[config.mk]
export PLATFORM = sky130hd
export DESIGN_NAME = spi_rx_irq_route
export DESIGN_NICKNAME = d
export VERILOG_FILES = /design/src/rtl/spi_rx_pkg.sv /design/src/rtl/spi_rx_fifo.sv /design/src/rtl/spi_rx_single.sv /design/src/rtl/spi_rx_trig.sv /design/src/rtl/spi_rx_irq_sel.sv /design/src/rtl/spi_rx_irq_route.sv
export SDC_FILE = /design/constraint.sdc
export NUM_CORES = 1
export LEC_CHECK = 0
export BUFFER_PORTS_ARGS = -buffer_cell sky130_fd_sc_hd__buf_2
export CAP_MARGIN = 10
export CORE_MARGIN = 1
export CORE_UTILIZATION = 50
export CTS_CLUSTER_DIAMETER = 150
export DETAILED_ROUTE_END_ITERATION = 10
export GPL_TIMING_DRIVEN = 0
export PLACE_DENSITY = 0.72
export SETUP_SLACK_MARGIN = 0.2
export SLEW_MARGIN = 20
export SYNTH_ARGS = -nofsm -noshare
export SYNTH_HDL_FRONTEND = slang
export SYNTH_SLANG_ARGS = --single-unit
[constraint.sdc]
create_clock -name clk -period 3.3 [get_ports clk]
set_input_delay 0 -clock clk [delete_from_list [all_inputs] [get_ports clk]]
set_output_delay 0 -clock clk [all_outputs]
set_load 0.005 [all_outputs]
[src/rtl/spi_rx_pkg.sv]
package spi_rx_pkg;

    localparam int RX_WIDTH = 16;
    localparam int RX_DEPTH = 16;
    localparam int RX_LVL_BITS = 5;

    typedef enum logic {
        MODE_SINGLE = 1'b0,
        MODE_QUEUE  = 1'b1
    } rx_mode_e;

    typedef struct packed {
        logic rdy;
        logic ovr;
    } single_stat_t;

    typedef struct packed {
        logic ovf;
        logic hit;
    } queue_stat_t;

    function automatic int ptr_next(input int p, input int depth);
        return (p + 1 == depth) ? 0 : p + 1;
    endfunction

endpackage

[src/rtl/spi_rx_fifo.sv]
module spi_rx_fifo
    import spi_rx_pkg::*;
#(
    parameter int W = RX_WIDTH,
    parameter int DEPTH = RX_DEPTH,
    localparam int AW = (DEPTH > 1) ? $clog2(DEPTH) : 1,
    localparam int CW = $clog2(DEPTH + 1)
) (
    input  logic          clk,
    input  logic          rst,
    input  logic          en,
    input  logic          hold,
    input  logic          push,
    input  logic [W-1:0]  din,
    input  logic          pop,
    input  logic          ovf_clr,
    output logic [W-1:0]  head,
    output logic          pop_ok,
    output logic [CW-1:0] count,
    output logic          ovf
);

    localparam logic [CW-1:0] FULL_CNT = CW'(DEPTH);

    logic [W-1:0]  mem [DEPTH];
    logic [AW-1:0] wr_ptr;
    logic [AW-1:0] rd_ptr;
    logic          full;
    logic          empty;
    logic          do_push;
    logic          drop;

    always_comb begin
        full    = (count == FULL_CNT);
        empty   = (count == '0);
        pop_ok  = en && pop && !empty && !hold;
        do_push = en && push && !hold && (!full || pop_ok);
        drop    = en && push && !hold && full && !pop_ok;
        head    = mem[rd_ptr];
    end

    always_ff @(posedge clk) begin
        if (do_push) begin
            mem[wr_ptr] <= din;
        end
    end

    always_ff @(posedge clk) begin
        if (rst || hold) begin
            wr_ptr <= '0;
            rd_ptr <= '0;
            count  <= '0;
        end else begin
            if (do_push) begin
                wr_ptr <= AW'(ptr_next(int'(wr_ptr), DEPTH));
            end
            if (pop_ok) begin
                rd_ptr <= AW'(ptr_next(int'(rd_ptr), DEPTH));
            end
            count <= count + CW'(do_push) - CW'(pop_ok);
        end
    end

    always_ff @(posedge clk) begin
        if (rst) begin
            ovf <= 1'b0;
        end else if (drop) begin
            ovf <= 1'b1;
        end else if (ovf_clr) begin
            ovf <= 1'b0;
        end
    end

    p_count_cap_r2: assert property (@(posedge clk) disable iff (rst)
        count <= FULL_CNT);

    p_count_step_r2: assert property (@(posedge clk) disable iff (rst)
        !hold |=> (count == $past(count) || count == $past(count) + 1'b1 ||
                   count + 1'b1 == $past(count)));

    p_no_overflow_r3: assert property (@(posedge clk) disable iff (rst)
        (en && push && !pop && !hold && count == FULL_CNT) |=> (ovf && count == FULL_CNT));

    p_hold_empty_r5: assert property (@(posedge clk) disable iff (rst)
        hold |=> count == '0);

endmodule

[src/rtl/spi_rx_single.sv]
module spi_rx_single
    import spi_rx_pkg::*;
#(
    parameter int W = RX_WIDTH
) (
    input  logic         clk,
    input  logic         rst,
    input  logic         en,
    input  logic         push,
    input  logic [W-1:0] din,
    input  logic         pop,
    input  logic         ovr_clr,
    output logic [W-1:0] buf_q,
    output single_stat_t stat
);

    always_ff @(posedge clk) begin
        if (rst) begin
            buf_q    <= '0;
            stat.rdy <= 1'b0;
        end else if (en) begin
            if (push) begin
                buf_q    <= din;
                stat.rdy <= 1'b1;
            end else if (pop) begin
                stat.rdy <= 1'b0;
            end
        end
    end

    always_ff @(posedge clk) begin
        if (rst) begin
            stat.ovr <= 1'b0;
        end else if (en && push && stat.rdy && !pop) begin
            stat.ovr <= 1'b1;
        end else if (ovr_clr) begin
            stat.ovr <= 1'b0;
        end
    end

    p_overrun_r8: assert property (@(posedge clk) disable iff (rst)
        (en && push && stat.rdy && !pop) |=> (stat.ovr && buf_q == $past(din)));

    p_read_clears_r7: assert property (@(posedge clk) disable iff (rst)
        (en && pop && !push) |=> !stat.rdy);

endmodule

[src/rtl/spi_rx_trig.sv]
module spi_rx_trig
    import spi_rx_pkg::*;
#(
    parameter int LB = RX_LVL_BITS,
    parameter int CW = 5
) (
    input  logic          clk,
    input  logic          rst,
    input  logic          lvl_wr,
    input  logic [LB-1:0] lvl_in,
    input  logic [CW-1:0] count,
    output logic          hit
);

    logic [LB-1:0] lvl_q;

    always_ff @(posedge clk) begin
        if (rst) begin
            lvl_q <= '1;
        end else if (lvl_wr) begin
            lvl_q <= lvl_in;
        end
    end

    assign hit = (int'(count) >= int'(lvl_q));

    p_level_load_r11: assert property (@(posedge clk) disable iff (rst)
        lvl_wr |=> (hit == (int'(count) >= int'($past(lvl_in)))));

endmodule

[src/rtl/spi_rx_irq_sel.sv]
module spi_rx_irq_sel
    import spi_rx_pkg::*;
(
    input  rx_mode_e     mode,
    input  single_stat_t sstat,
    input  queue_stat_t  qstat,
    input  logic         rx_ie,
    input  logic         ovr_ie,
    input  logic         fifo_ie,
    output logic         irq
);

    always_comb begin
        unique case (mode)
            MODE_QUEUE:  irq = fifo_ie && (qstat.hit || qstat.ovf);
            MODE_SINGLE: irq = (sstat.rdy && rx_ie) || (sstat.ovr && ovr_ie);
            default:     irq = 1'b0;
        endcase
    end

endmodule

[src/rtl/spi_rx_irq_route.sv]
module spi_rx_irq_route
    import spi_rx_pkg::*;
#(
    parameter int W = RX_WIDTH,
    parameter int DEPTH = RX_DEPTH,
    parameter int LB = RX_LVL_BITS,
    localparam int CW = $clog2(DEPTH + 1)
) (
    input  logic          clk,
    input  logic          rst,
    input  logic          word_done,
    input  logic [W-1:0]  word_in,
    input  logic          rd_en,
    input  logic          fifo_en,
    input  logic          fifo_rst,
    input  logic          lvl_wr,
    input  logic [LB-1:0] lvl_in,
    input  logic          ovf_clr,
    input  logic          ovr_clr,
    input  logic          rx_ie,
    input  logic          ovr_ie,
    input  logic          fifo_ie,
    output logic [W-1:0]  rd_data,
    output logic [CW-1:0] fifo_count,
    output logic          rx_rdy,
    output logic          rx_ovr,
    output logic          fifo_ovf,
    output logic          fifo_hit,
    output logic          rx_irq
);

    rx_mode_e     mode;
    single_stat_t sstat;
    queue_stat_t  qstat;
    logic [W-1:0] q_head;
    logic [W-1:0] s_buf;
    logic         q_pop_ok;

    assign mode = rx_mode_e'(fifo_en);

    spi_rx_fifo #(.W(W), .DEPTH(DEPTH)) u_fifo (
        .clk     (clk),
        .rst     (rst),
        .en      (mode == MODE_QUEUE),
        .hold    (fifo_rst),
        .push    (word_done),
        .din     (word_in),
        .pop     (rd_en),
        .ovf_clr (ovf_clr),
        .head    (q_head),
        .pop_ok  (q_pop_ok),
        .count   (fifo_count),
        .ovf     (qstat.ovf)
    );

    spi_rx_single #(.W(W)) u_single (
        .clk     (clk),
        .rst     (rst),
        .en      (mode == MODE_SINGLE),
        .push    (word_done),
        .din     (word_in),
        .pop     (rd_en),
        .ovr_clr (ovr_clr),
        .buf_q   (s_buf),
        .stat    (sstat)
    );

    spi_rx_trig #(.LB(LB), .CW(CW)) u_trig (
        .clk    (clk),
        .rst    (rst),
        .lvl_wr (lvl_wr),
        .lvl_in (lvl_in),
        .count  (fifo_count),
        .hit    (qstat.hit)
    );

    spi_rx_irq_sel u_irq (
        .mode    (mode),
        .sstat   (sstat),
        .qstat   (qstat),
        .rx_ie   (rx_ie),
        .ovr_ie  (ovr_ie),
        .fifo_ie (fifo_ie),
        .irq     (rx_irq)
    );

    always_ff @(posedge clk) begin
        if (rst) begin
            rd_data <= '0;
        end else if (rd_en) begin
            if (mode == MODE_SINGLE) begin
                rd_data <= s_buf;
            end else if (q_pop_ok) begin
                rd_data <= q_head;
            end
        end
    end

    assign rx_rdy   = sstat.rdy;
    assign rx_ovr   = sstat.ovr;
    assign fifo_ovf = qstat.ovf;
    assign fifo_hit = qstat.hit;

    p_empty_read_r4: assert property (@(posedge clk) disable iff (rst)
        (rd_en && fifo_en && fifo_count == '0) |=> $stable(rd_data));

    p_queue_mask_r6: assert property (@(posedge clk) disable iff (rst)
        (fifo_en && !fifo_ie) |-> !rx_irq);

    p_single_quiet_r9: assert property (@(posedge clk) disable iff (rst)
        (!fifo_en && !rx_rdy && !rx_ovr) |-> !rx_irq);

    p_single_no_queue_r7: assert property (@(posedge clk) disable iff (rst)
        (!fifo_en && !fifo_rst) |=> $stable(fifo_count));

endmodule

# Yosys cells after proc, flatten, opt, wreduce, memory -nomap -nowiden
# Memories as Yosys holds them, arrays and structs flattened. A register that Yosys moved wholly into a read port is not among the register bits.
# Index checks and enable logic that the tools add are counted.
# classes
add_sub_neg	4
n_lt_le_gt_ge	1
n_eq_ne	4
n_mux	15
bitwise_logic	1
reduce_logical	30
# ops
cell	n
16-bit 2-to-1 mux	2
4-bit 2-to-1 mux	4
5-bit == test (second input constant)	3
1-bit logical AND	14
4-bit by 1-bit adder with 5-bit output (second input constant)	2
1-bit 2-to-1 mux	8
2-bit AND reduction	3
2-bit nonzero test	3
5-bit by 1-bit adder with 5-bit output	1
5-bit >= comparator	1
1-bit zero test	5
5-bit zero test	1
5-bit by 1-bit subtractor with 5-bit output	1
1-bit logical OR	4
2-bit by 1-bit inequality test with 1-bit output (second input constant)	1
1-bit one-hot mux with 2 select lines	1
1-bit NOT	1
# word_totals
regBits	53
ramBits	256
inputBits	33
out_inout_bits	26
elab_cells	65
n_memories	1
# memory_table
name	depth	width	read_ports	rd_ports_with_merged_regs	wr	line	rtl
u_fifo.mem	16	16	1	1	1	spi_rx_fifo.sv:25	logic [W-1:0] mem [DEPTH];

# Longest topological paths before layout
# logic_depth
word_depth	8
depth_mapped	14
mapped_depth_nobuf	14

# Modules after synthesis
# Synthesis repeated with hierarchy kept, for this count alone.
# hier_totals
hier_cells	701
area_unflattened_um2	12660.9
# modules_own_cells
module	n_inst	cells_per_inst	area_per_inst_um2	seq_area_each_um2
spi_rx_fifo	1	506	10662.7	8047.7
spi_rx_single	1	82	858.3	360.3
spi_rx_irq_route	1	77	825.8	320.3
spi_rx_trig	1	33	289.0	100.1
spi_rx_irq_sel	1	3	25.0	0.0

# Worst setup path before layout
# OpenSTA, ideal clock, no wires.
# synth_path
path_kind	register to register
start	reg u_fifo.count[2]
end	mem u_fifo.mem[4][0] (netlist bit) (enable)
setup_time_ns	0.409
arrival_ns	2.398
required_time_ns	2.891
slack_ns	0.493
path_stages_with_launch	7
path_buffers	0
period_less_slack_ns	2.807
path_cell_list	dfxtp_1 -> inv_1 -> ha_1 -> nor3b_1 -> a21boi_2 -> nand2_1 -> nor3_1
# synth_between
elab_chain_cells	8
elab_cells_between_ends	10
cone_classes	eq/ne (1); mux (2); reduce/logical (7)
# synth_rtl
item	line	rtl
start, declared	spi_rx_fifo.sv:19	output logic [CW-1:0] count,
start signal, assigned	spi_rx_fifo.sv:60	count <= count + CW'(do_push) - CW'(pop_ok);
5-bit zero test	spi_rx_fifo.sv:35	empty = (count == '0);
1-bit zero test	spi_rx_fifo.sv:36	pop_ok = en && pop && !empty && !hold;
1-bit logical AND (2 in series)	spi_rx_fifo.sv:36	
1-bit logical OR (*)	spi_rx_fifo.sv:37	do_push = en && push && !hold && (!full || pop_ok);
1-bit logical AND (*)	spi_rx_fifo.sv:37	
via u_fifo.do_push	spi_rx_fifo.sv:30	logic do_push;
1-bit 2-to-1 mux (*)	spi_rx_fifo.sv:43	if (do_push) begin
1-bit 2-to-1 mux (not written as such) (*)	spi_rx_fifo.sv:44	mem[wr_ptr] <= din;
end, declared	spi_rx_fifo.sv:25	
# The timed path passes the listed nets; every way through them passes the cells marked *.

# Worst setup path in the final report
# layout_path
start	reg u_fifo.count[2]
end	mem u_fifo.mem[0][4] (netlist bit) (enable)
# Same word-level chain as after synthesis.

==> metrics.cfg <==
[status]
outcome=finished clean

[yosys]
synth_edf_count=256
synth_top_cell_area_share=0.614
synthAdderAreaFrac=0.0176
synth.area.mux_share=0.104
ys_seq_elements=313
synth_cells=805
yosys_warnings=0
synth_seq_area_share=0.705
yosys.area_share.xor_xnor=0.00629
yosys-top-cells-area=edfxtp_1, mux2i_1, dfxtp_1
synth_top_family_by_area=multiplexers
ys.flop_type=edfxtp_1
async_flop_share=0
yosysTopAreaCell=edfxtp_1
synth_compound_area_frac=0.0902
synth_area_um2=12500
synth_fp_nets=855
ys_types=49
synth-simple-area-share=0.0435
syn_area_per_cell_um2=15.6

[placed_design]
placed_cells=1206
dpl.hpwl_um=17800
io_buffers=57
gp_congestion=0.790
dpl-instance-area_um2=13400

[die]
fp.dieH_um=160
initial_core_util=0.512
ioPinCount=59
core-area_um2=24500
dieArea_um2=25700
die_w_um=160
rows=57

[layout]
syn_to_final_growth_pct=18.7
stdcell_count=1305
mostFrequentLayoutCell=edfxtp_1
nets=1007
n_antenna_cell=0
drive_gt1_frac=0.192
final_cell_mix=edfxtp_1, mux2i_1, buf_2
final_area_um2=14900
final_core_utilization=0.608

[setup_path]
end_kind=register
r2r_slack_ns=0.41
arrival_ns=3.01
cp_cell_sequence=inv_1 > ha_1 > nor3b_1 > a21boi_2 > nor3b_2 > and2_1
crit_family=simple AND/OR/NAND/NOR gates
cp-start-kind=register
required_ns=3.42
crit_buf_inv=1
worstSetupPathType=reg2reg
path_max_fanout=16
slowest_delay_ns=0.81
critPathSlowestCell=and2_1

[timing]
finalSetupViolCount=0
timing.hold.ws_ns=0.0331
rsz0062_at_grt=yes
final-hold-violation-count=0
post-route-period-util=0.875
slew_headroom=0.348
tightest_slew_ns=0.978
maxSlewViolCount=0
fin_skew_ns=0.0264
setup-tns-final_ns=0
fin_crit_ns=2.89
clock.fmax_mhz=346

[flow_run]
drv_cap=0

[clock_network]
cts_buffers=34
cts_tree=done
htree_levels=2
clk_latency_ns=0.51
cts_sinks=313
cts-root-buf=clkbuf_16
path_clk_slew_ns=0.06
clock_path_buffers=3

[routing]
dr.pass1.iters=5
wl_per_cell_um=20.7
vias=7273
drt_iter0_markers=608
viasPerCell=5.57
ant_nets=0
drt-total-wl_um=27000
drc=0

[grt]
grt_max_degree=18
grt_pass1_wl_um=42100
grt_overflow=0
grt_pass1_vias=7411
antenna_found_initial=0
grtUsageTotal=0.218

[hold_path]
min_path_type=in2reg

[pwr]
leakagePower_nw=4.97
peakVddDrop_v=0.000321
power_density_nw_per_um2=542

-- repair_timing --
| action | 4_1_cts | 5_1_grt |
|---|---|---|
| resized for setup | 0 | 2 |
| setup buffers | 0 | 0 |
| hold buffers | 39 | 0 |
| setup endpoints to repair | 0 | 17 |
| hold endpoints to repair | 294 | 0 |
-- routing by layer --
metal	track usage	up-vias	part of all wire	wire length [um]
met5	0	-	0	0
met4	0.0727	0	0.025	680
met3	0.0392	56	0.058	1570
met2	0.363	219	0.49	13200
met1	0.289	3601	0.43	11600
li1	-	3397	-	-
-- registers in the layout (all words and copies together), names as in the netlist, named ones only --
register / count
u_trig.lvl_q: 5
u_fifo.wr_ptr: 4
u_fifo.ovf: 1
rd_data: 16
u_single.buf_q: 16
u_fifo.count: 5
u_single.stat: 2
u_fifo.rd_ptr: 4
u_fifo.mem: 256
-- final cells by class --
class / count / area [um^2]
plain buffers: 46 / 339
clock inverters: 13 / 72.6
well taps: 324 / 405
clock buffers: 47 / 951
multi-input cells: 424 / 3330
fillers: 1822 / 9590
inverters: 22 / 82.6
flip-flops and latches: 313 / 8830
repair buffers: 116 / 856
-- through the flow --
step | worst slack (ns) | power, mW
after global placement | -0.828 | 4.62
after global routing | 0.160 | 8.30
after detailed placement | 0.271 | 4.63
after CTS | 0.213 | 8.11
after floorplan | 0.493 | 4.50
final | 0.413 | 8.06
-- path summary, 6_finish.rpt --
kind | startpoint | to | depth (start not counted)
setup / recovery | u_fifo.count[2] | u_fifo.mem[0][4] | 6
hold / removal | fifo_en | u_fifo.rd_ptr[0] | 4
setup reg to reg | u_fifo.count[2] | u_fifo.mem[0][4] | 6
hold reg to reg | rd_data[14] | rd_data[14] | 2
-- cells in the mapped netlist (3+ instances only) --
cell        n
nand2_1    59
a22o_1     32
buf_4       3
a221oi_2   11
nand2b_1    4
mux2i_1   130
nor2_1     20
buf_12      4
a221oi_1   21
o22ai_1    17
o211ai_1    4
o21ai_1    27
dfxtp_1    57
ha_1       16
inv_1      21
a21oi_1    22
and2_1      6
edfxtp_1  256
xnor2_1     3
clkbuf_1   15
buf_2      10
nor2b_1     5
buf_6       9
o21ai_0     9
nor3_1      8
xor2_1      6
-- worst min-delay path, cell delays in order --
cell and delay, ns:
buf_2 0.15, nor4b_4 0.17, xnor2_1 0.13, nor2_1 0.05
-- logic make-up after synthesis --
logic type,count (synthesis)
flops,313
compound gates,152
xor+xnor,9
fa+ha+maj,17
buf+inv,68
simple gates,116
mux,130
-- report_power, final --
part / switching (mW) / leakage [nW] / internal [mW] / total, mW
logic: 0.159 / 1.69 / 0.105 / 0.264
clock network: 1.46 / 0.512 / 2.02 / 3.48
registers: 0.0209 / 2.77 / 4.30 / 4.32
No activity file was read; power rests on OpenSTA's default activity.
